<file path="src/rtl/scan_pkg.sv">
`timescale 1ns/1ps
package scan_pkg;
  // Strobes from the scan control to the segment datapath.
  typedef struct packed {
    logic loadActive;  // copy shadow registers into working registers
    logic segEnable;   // scan running, segments may light
  } scanStrobe_t;
endpackage

</file>
<file path="src/rtl/scan_ctrl.sv">
`timescale 1ns/1ps
module scan_ctrl #(
  parameter int PERIOD_TICKS = 4000,
  parameter int NUM_DIGITS   = 4,
  localparam int CNT_W       = $clog2(PERIOD_TICKS),
  localparam int DIG_W       = $clog2(NUM_DIGITS)
) (
  input  logic                    clk,
  input  logic                    rst,
  input  logic                    tickEn,
  output logic [CNT_W-1:0]        cnt,
  output logic [DIG_W-1:0]        digitIdx,
  output scan_pkg::scanStrobe_t   strobe,
  output logic [NUM_DIGITS-1:0]   digitEn,
  output logic                    periodEnd
);
  localparam logic [CNT_W-1:0] LAST_CNT  = CNT_W'(PERIOD_TICKS - 1);
  localparam logic [DIG_W-1:0] LAST_DIG  = DIG_W'(NUM_DIGITS - 1);

  logic running;
  logic lastTick;
  logic startTick;

  function automatic logic [DIG_W-1:0] nextDigit(input logic [DIG_W-1:0] cur);
    return (cur == LAST_DIG) ? '0 : cur + 1'b1;
  endfunction

  assign lastTick  = running && tickEn && (cnt == LAST_CNT);
  assign startTick = !running && tickEn;

  always_ff @(posedge clk) begin
    if (rst) begin
      running   <= 1'b0;
      cnt       <= '0;
      digitIdx  <= '0;
      periodEnd <= 1'b0;
    end else begin
      periodEnd <= lastTick;
      if (startTick) begin
        running  <= 1'b1;
        cnt      <= '0;
        digitIdx <= '0;
      end else if (lastTick) begin
        cnt      <= '0;
        digitIdx <= nextDigit(digitIdx);
      end else if (running && tickEn) begin
        cnt <= cnt + 1'b1;
      end
    end
  end

  always_comb begin
    strobe.loadActive = startTick | lastTick;
    strobe.segEnable  = running;
  end

  for (genvar d = 0; d < NUM_DIGITS; d++) begin : g_digitEn
    assign digitEn[d] = running && (digitIdx == DIG_W'(d));
  end

  AST_ONE_DIGIT: assert property (@(posedge clk) disable iff (rst)
    running |-> $countones(digitEn) == 1);
  AST_DIGIT_STEP: assert property (@(posedge clk) disable iff (rst)
    periodEnd |-> digitIdx == nextDigit($past(digitIdx)));
  AST_END_AT_WRAP: assert property (@(posedge clk) disable iff (rst)
    periodEnd |-> cnt == '0 && $past(cnt) == LAST_CNT);
  AST_CNT_BOUND: assert property (@(posedge clk) disable iff (rst)
    cnt <= LAST_CNT);
endmodule

</file>
<file path="src/rtl/scan_datapath.sv">
`timescale 1ns/1ps
module scan_datapath #(
  parameter int NUM_DIGITS = 4,
  parameter int NUM_SEGS   = 8,
  parameter int CNT_W      = 12,
  parameter int BRIGHT_MIN = 160,
  parameter int DIM_MAX    = 3900,
  localparam int DIG_W     = $clog2(NUM_DIGITS)
) (
  input  logic                           clk,
  input  logic                           rst,
  input  scan_pkg::scanStrobe_t          strobe,
  input  logic [CNT_W-1:0]               cnt,
  input  logic [DIG_W-1:0]               digitIdx,
  input  logic [NUM_DIGITS*NUM_SEGS-1:0] patIn,
  input  logic                           patLoad,
  input  logic [CNT_W-1:0]               lvlIn,
  input  logic                           lvlLoad,
  output logic [NUM_SEGS-1:0]            segOut
);
  localparam logic [CNT_W-1:0] LVL_LO = CNT_W'(BRIGHT_MIN);
  localparam logic [CNT_W-1:0] LVL_HI = CNT_W'(DIM_MAX);

  logic [NUM_SEGS-1:0] patSlice   [NUM_DIGITS];
  logic [NUM_SEGS-1:0] shadowPat  [NUM_DIGITS];
  logic [NUM_SEGS-1:0] activePat  [NUM_DIGITS];
  logic [CNT_W-1:0]    shadowLvl;
  logic [CNT_W-1:0]    activeLvl;
  logic [CNT_W-1:0]    clampedLvl;
  logic [NUM_SEGS-1:0] curPat;
  logic                pwmLit;

  for (genvar d = 0; d < NUM_DIGITS; d++) begin : g_slice
    assign patSlice[d] = patIn[d*NUM_SEGS +: NUM_SEGS];
  end

  always_comb begin
    if (lvlIn < LVL_LO)      clampedLvl = LVL_LO;
    else if (lvlIn > LVL_HI) clampedLvl = LVL_HI;
    else                     clampedLvl = lvlIn;
  end

  // Shadow registers, written by the host at any time.
  always_ff @(posedge clk) begin
    if (rst) begin
      shadowLvl <= LVL_HI;
      for (int d = 0; d < NUM_DIGITS; d++) shadowPat[d] <= '0;
    end else begin
      if (lvlLoad) shadowLvl <= clampedLvl;
      if (patLoad)
        for (int d = 0; d < NUM_DIGITS; d++) shadowPat[d] <= patSlice[d];
    end
  end

  // Working registers, refreshed only at period boundaries.
  always_ff @(posedge clk) begin
    if (rst) begin
      activeLvl <= LVL_HI;
      for (int d = 0; d < NUM_DIGITS; d++) activePat[d] <= '0;
    end else if (strobe.loadActive) begin
      activeLvl <= shadowLvl;
      for (int d = 0; d < NUM_DIGITS; d++) activePat[d] <= shadowPat[d];
    end
  end

  // Inverted waveform: dark while the count is below the level.
  always_comb begin
    curPat = activePat[digitIdx];
    pwmLit = strobe.segEnable && (cnt >= activeLvl);
    segOut = pwmLit ? curPat : '0;
  end

  AST_LEVEL_IN_WINDOW: assert property (@(posedge clk) disable iff (rst)
    activeLvl >= LVL_LO && activeLvl <= LVL_HI);
  AST_LEVEL_HELD: assert property (@(posedge clk) disable iff (rst)
    !strobe.loadActive |=> $stable(activeLvl));
  AST_DARK_BEFORE_LEVEL: assert property (@(posedge clk) disable iff (rst)
    (strobe.segEnable && cnt == '0) |-> segOut == '0);
endmodule

</file>
<file path="src/rtl/seg_scan_dimmer.sv">
`timescale 1ns/1ps
module seg_scan_dimmer #(
  parameter int PERIOD_TICKS = 4000,
  parameter int BRIGHT_MIN   = 160,
  parameter int DIM_GUARD    = 100,
  parameter int NUM_DIGITS   = 4,
  parameter int NUM_SEGS     = 8,
  localparam int CNT_W       = $clog2(PERIOD_TICKS),
  localparam int DIG_W       = $clog2(NUM_DIGITS),
  localparam int DIM_MAX     = PERIOD_TICKS - DIM_GUARD
) (
  input  logic                           clk,
  input  logic                           rst,
  input  logic                           tickEn,
  input  logic [NUM_DIGITS*NUM_SEGS-1:0] patIn,
  input  logic                           patLoad,
  input  logic [CNT_W-1:0]               lvlIn,
  input  logic                           lvlLoad,
  output logic [NUM_DIGITS-1:0]          digitEn,
  output logic [NUM_SEGS-1:0]            segOut,
  output logic                           periodEnd
);
  scan_pkg::scanStrobe_t strobe;
  logic [CNT_W-1:0]      cnt;
  logic [DIG_W-1:0]      digitIdx;

  scan_ctrl #(
    .PERIOD_TICKS(PERIOD_TICKS),
    .NUM_DIGITS  (NUM_DIGITS)
  ) i_ctrl (
    .clk      (clk),
    .rst      (rst),
    .tickEn   (tickEn),
    .cnt      (cnt),
    .digitIdx (digitIdx),
    .strobe   (strobe),
    .digitEn  (digitEn),
    .periodEnd(periodEnd)
  );

  scan_datapath #(
    .NUM_DIGITS(NUM_DIGITS),
    .NUM_SEGS  (NUM_SEGS),
    .CNT_W     (CNT_W),
    .BRIGHT_MIN(BRIGHT_MIN),
    .DIM_MAX   (DIM_MAX)
  ) i_dp (
    .clk     (clk),
    .rst     (rst),
    .strobe  (strobe),
    .cnt     (cnt),
    .digitIdx(digitIdx),
    .patIn   (patIn),
    .patLoad (patLoad),
    .lvlIn   (lvlIn),
    .lvlLoad (lvlLoad),
    .segOut  (segOut)
  );
endmodule

</file>
<file path="config.mk">
export PLATFORM = sky130hd
export DESIGN_NAME = seg_scan_dimmer
export DESIGN_NICKNAME = d
export VERILOG_FILES = /design/src/rtl/scan_pkg.sv /design/src/rtl/scan_ctrl.sv /design/src/rtl/scan_datapath.sv /design/src/rtl/seg_scan_dimmer.sv
export SDC_FILE = /design/constraint.sdc
export NUM_CORES = 1
export LEC_CHECK = 0
export CAP_MARGIN = 5
export CORE_MARGIN = 5
export CORE_UTILIZATION = 55
export CTS_CLUSTER_SIZE = 14
export DETAILED_ROUTE_END_ITERATION = 12
export HOLD_SLACK_MARGIN = 0.05
export PLACE_DENSITY = 0.83
export SLEW_MARGIN = 20
export SYNTH_ARGS = -nofsm -noshare
export SYNTH_HDL_FRONTEND = slang
export SYNTH_SLANG_ARGS = --single-unit
</file>
<file path="constraint.sdc">
create_clock -name clk -period 6.9 [get_ports clk]
set_input_delay 1.035 -clock clk [delete_from_list [all_inputs] [get_ports clk]]
set_output_delay 1.035 -clock clk [all_outputs]
set_load 0.02 [all_outputs]
</file>
==> results of run 1 <==
area by class of cell:
class / count / area, µm²
Clock inverter: 7 / 85.1
Inverter: 18 / 67.6
Fill cell: 614 / 2720
Tap cell: 105 / 131
Multi-Input combinational cell: 247 / 1770
Sequential cell: 106 / 2760
Clock buffer: 9 / 124
Timing Repair Buffer: 64 / 633
through the flow:
stage               area [µm²]  worst slack, ns  hold slack, ns  cells
finish                    5580             2.65           0.453    556
global route              5580             2.51           0.485    556
CTS                       5580             2.62           0.459    556
detailed placement        5370             2.96           0.447    540
global placement          5370             3.07           0.450    540
floorplan                 4730             4.11           0.432    388
worst reg2reg max path: cells and delay by family, from the launching register on:
kind          cells  cell delay [ns]
buf+inv           2             0.87
simple gates      3             1.16
flops             1             0.72
how the worst max path moves through the flow:
stage | end | slack, ns | cells after the start
final | segOut[2] | 2.65 | 7
after global routing | segOut[2] | 2.51 | 7
after detailed placement | i_dp.activePat[3][6] | 2.96 | 6
after floorplan | segOut[0] | 4.11 | 6
after global placement | i_dp.activePat[0][6] | 3.07 | 6
after CTS | segOut[2] | 2.62 | 7
synthesized netlist by cell type, drive strengths merged:
library cell  instances  area [µm²]
a211o                 4        35.0
a211oi                1        7.51
a21boi                1        7.51
a21o                  2        16.3
a21oi                13        76.3
a221oi                1        8.76
a22o                  4        35.0
a2bb2oi               8        70.1
a32oi                 1        8.76
and2                 69         448
and3                  1        6.26
buf                   8        80.1
clkbuf                9        43.8
dfxtp                42         841
edfxtp               64        1920
ha                   17         213
inv                  18        67.6
mux2i                 1        10.0
mux4                  8         180
nand2                22        85.1
nand2b                1        6.26
nand3                 5        25.0
nand4                 8        56.3
nor2                 22        82.6
nor2b                 7        51.3
nor3                  4        20.0
nor4                  5        31.3
o211ai               10        75.1
o21a                  1        7.51
o21ai                14        70.1
o21bai                1        7.51
or2                   1        6.26
or2b                  1        8.76
or3                   1        6.26
or3b                  1        8.76
or4                   1        7.51
xnor2                 8        70.1
xor2                  3        26.3
flip-flops by register name (all words and copies together), names as in the netlist, named ones only:
name and flops:
i_ctrl.cnt 12, i_ctrl.digitIdx 2, i_ctrl.periodEnd 1, i_ctrl.running 1
i_dp.activeLvl 12, i_dp.activePat 32, i_dp.shadowLvl 12, i_dp.shadowPat 32
power breakdown:
part | leakage, µW | switching, µW | internal (µW)
logic | 0.000990 | 41.6 | 49.5
registers | 0.00103 | 13.1 | 710
clock network | 0.000106 | 218 | 175
total | 0.00213 | 273 | 934
per-layer routing:
layer  vias to the layer above  part of all wire [%]  track usage, %
li1                       1492                     -               -
met1                      1426                    44            23.4
met2                        83                    50            29.4
met3                         8                   4.2            2.84
met4                         0                   1.5            8.07
met5                         -                     0               0
kinds of logic after synthesis:
group,after synthesis,synth area share [%]
AND/OR/NAND/NOR,149,18.0
flip-flops,106,58.4
AO/OA/AOI/OAI,61,9.00
buffers and inverters,35,4.05
adder cells (fa/ha/maj),17,4.50
XOR/XNOR,11,2.04
multiplexers,9,4.02
==> summary.txt, run 1 <==
die span in y: 103 µm
Iter 0 DRT Violations: 147
Remaining DRCs: 0
Hold EP: i_dp.shadowLvl[1]
Vias: 3009
clk_lat worst skew: 0.37 ns
Initial Utilization: 57.0%
Tightest Hold Check Type: reg2reg
Routed WL per cell: 15.5 µm
Critical Path Start: i_ctrl.cnt[0]
CTS tree: built
Critical Path RT: 5.86 ns
cell mode on critical path: o21ai_0
initial antenna violation count: 0
die area: 0.0106 mm²
CP bufs+invs: 2
drt pass-1 iters: 4
worst clock skew: 0.0113 ns
diode count: 0
Syn. warnings: 0
final wirelength: 8630 µm
Area growth syn-to-layout: 18.0%
Resize count post-CTS: 0
Nets: 512
Final Cycle Share: 61.6%
worst reg2reg endpoint: i_dp.activePat[0][1]
Mapped Area: 0.00473 mm²
crit path capture type: primary output
Pleak: 0.00213 µW
syn_area_per_cell: 12.2 µm²
H-tree depth: 3
CP cell instances: inv_1 > ha_1 > nor2b_1 > o21ai_0 > a221oi_1 > o21ai_0 > clkdlybuf4s50_1
die width: 103 µm
CTS Buffer Depth: 2
status: complete, no violations
crit path DAT: 3.21 ns
Total GRT Usage: 17.9%
Pwr per Cell Area: 216 mW/mm²
FF-to-FF Start: i_ctrl.running
Final setup viols: 0
vias in the first global route: 3065
global placement routability congestion: 0.847
Synth cell types: 47
CP Launch Type: flip-flop
total gr overflow: 0
Hold Path Origin: i_dp.shadowLvl[1]
#FFs+latches synth: 106
TNS Setup: 0 ns
RSZ-0062 raised after global routing: no
postcts setup bufs: 0
Core Util, Final: 67.2%
core area: 0.00830 mm²
I/O pin cnt: 62
crit path kind: reg2out
commonest non-fill, non-tap cell in the layout: edfxtp_1
num rows: 33
hold depth: 2
Slew @ Worst Pin: 1.09 ns
MaxCap Viol Count: 0
most frequent cells in the layout: edfxtp_1, clkdlybuf4s50_1, and2_1, dfxtp_1, nor2_1
global-route wire length before repair: 14400 µm
share of cells above drive strength 1: 10.4%
flop-to-flop setup slack: 3.82 ns
slowest stage cell on the critical path: a221oi_1
Total Power: 1210 µW
Crit path max-delay family: compound AO/OA/AOI/OAI gates
count of input and output buffers: 61
largest net degree at the start of global routing: 37
VDD IR-drop max: 0.115 mV
sequential area share after synthesis: 58.4%
pins over their slew limit: 0
CTS sink count: 106
Register-to-Register Path Depth: 5
Fin. Hold Viols: 0
crit-path max cell delay: 0.91 ns
worst-path maximum fanout: 8
Rel. slew slack: 27.5%
Reg clk slew, reported paths: 0.10 ns
remaining antenna violation count after routing: 0
Cells after Synth: 388
hpwl dp: 6350 µm
Post-CTS Hold Buffers: 0
routed vias/inst: 5.41
fin crit period: 4.25 ns
FMAX: 0.235 GHz
Num CTS Buffers: 9
syn_nets: 454
Root Buffer: clkbuf_8
(Power assumes the default switching activity.)
==> inputs of run 2 (changes only) <==
CORE_UTILIZATION = 50   (was 55)
PLACE_DENSITY = 0.79   (was 0.83)
clock period = 3.5 ns   (was 6.9 ns; I/O delays follow)
==> run 2 against run 1 <==
Compared with the run above:
- sequential power up 96%
- cell area up 0.74%
- critical path depth down 1
- sequential cell count unchanged
- highest routed layer unchanged
- register-to-register slack worse by 2.8 ns
- clock skew down 0.0030 ns
- setup slack worse by 2.3 ns
- global-route usage down 2.7 points
- die area up 9.0%
- via count down 2.9%
- critical endpoint unchanged
- non-clock buffer count up 2
==> summary.txt, run 2 (same netlist as run 1, synthesis figures left out) <==
core area: 0.00924 mm²
die span in y: 107 µm
wire length on met1: 3670 µm
Critical Path RT: 2.97 ns
hpwl dp: 6110 µm
met2 wire len: 3810 µm
Remaining DRCs: 0
multi-input logic area: 0.00177 mm²
Non-Filler Instances: 582
die area: 0.0115 mm²
Pwr per Cell Area: 416 mW/mm²
Pleak: 0.00213 µW
Sequential Area: 0.00276 mm²
Final setup viols: 0
CTS sink count: 106
hold depth: 2
I/O pin cnt: 62
drt pass-1 iters: 4
routed vias/inst: 5.02
MaxCap Viol Count: 0
FMAX: 0.317 GHz
worst clock skew: 0.00831 ns
Root Buffer: clkbuf_8
Area growth syn-to-layout: 18.8%
Initial Utilization: 51.2%
placed cell count: 566
remaining antenna violation count after routing: 0
num rows: 35
Rel. slew slack: 52.7%
postcts setup bufs: 0
commonest non-fill, non-tap cell in the layout: edfxtp_1
largest net degree at the start of global routing: 44
Fin. Hold Viols: 0
final wirelength: 8110 µm
crit path capture type: primary output
global placement routability congestion: 0.800
Nets: 514
die width: 107 µm
H-tree depth: 3
Reg clk slew, reported paths: 0.10 ns
Register-to-Register Path Depth: 5
vias in the first global route: 2923
worst-path maximum fanout: 8
TNS Setup: 0 ns
Iter 0 DRT Violations: 146
Largest regs: i_dp.activePat (32), i_dp.shadowPat (32)
share of cells above drive strength 1: 10.2%
Slew @ Worst Pin: 0.709 ns
Tightest Hold Check Type: reg2reg
total gr overflow: 0
initial antenna violation count: 0
Final Cycle Share: 90.2%
Resize count post-CTS: 0
clk_lat worst skew: 0.36 ns
count of input and output buffers: 61
RSZ-0062 raised after global routing: no
CP Launch Type: flip-flop
fin crit period: 3.16 ns
Vias: 2921
Total GRT Usage: 15.2%
crit path kind: reg2out
diode count: 0
Routed met3 length: 491 µm
Post-CTS Hold Buffers: 0
VDD IR-drop max: 0.213 mV
crit path DAT: 2.63 ns
most frequent cells in the layout: edfxtp_1, clkdlybuf4s50_1, and2_1, dfxtp_1, nor2_1
CTS Buffer Depth: 2
pins over their slew limit: 0
status: complete, no violations
Num CTS Buffers: 9
global-route wire length before repair: 13700 µm
Layout fillers: 737
Routed WL per cell: 13.9 µm
Highest Signal Layer: met4
CTS tree: built
## run 2: cell types whose count changed in the layout (fill, tap and decap cells not counted)
cell	change
buf_12	+1
buf_4	+1
clkinv_1	+3
clkinv_4	-2
clkinvlp_4	+1
inv_6	-2
## run 2: final cells by class
cell class | instances | share of cell area [%]
Tap cell | 129 | 2.87
Clock buffer | 9 | 2.20
Multi-Input combinational cell | 247 | 31.6
Sequential cell | 106 | 49.2
Clock inverter | 7 | 1.22
Inverter | 18 | 1.20
Timing Repair Buffer | 66 | 11.8
## run 2: per-layer routing
metal,vias up,track usage [%]
li1,1498,-
met1,1339,20.3
met2,73,24.0
met3,11,3.97
met4,0,5.11
met5,-,0
## run 2: critical path: stages, from the launching register on
cell and delay [ns]:
dfxtp_1 0.36, ha_1 0.31, nand4_1 0.14, o21bai_1 0.56, o211ai_1 0.16, o21ai_0 0.11, clkdlybuf4s50_1 0.63
## run 2: through the flow
stage | hold slack, ns | utilization (%) | total power, µW | setup WS (ns) | area [µm²]
floorplan | 0.432 | - | 1550 | 1.21 | 4730
global placement | 0.447 | 58.7 | 1630 | 0.712 | 5430
detailed placement | 0.453 | 58.7 | 1640 | 0.641 | 5430
CTS | 0.467 | 60.8 | 2350 | 0.357 | 5620
global route | 0.479 | 60.8 | 2440 | 0.151 | 5620
finish | 0.463 | 60.8 | 2340 | 0.343 | 5620
## run 2: worst paths after layout
check / startpoint / slack, ns / to
setup reg to reg: i_ctrl.running / 0.98 / i_dp.activePat[3][7]
hold / removal: i_dp.shadowLvl[0] / 0.46 / i_dp.shadowLvl[0]
setup / recovery: i_ctrl.cnt[9] / 0.34 / segOut[2]
hold reg to reg: i_dp.shadowLvl[0] / 0.46 / i_dp.shadowLvl[0]
## run 2: report_power, final
group          total [µW]  internal, µW  switching (µW)
Sequential           1420          1400            26.1
Combinational         182           100            81.7
Clock                 731           330             401
==> inputs of run 3 (changes only) <==
GPL_ROUTABILITY_DRIVEN = 0   (was not set)
==> results of run 3 <==
No change in the layout: final DEF, timing and power equal those of run 2.
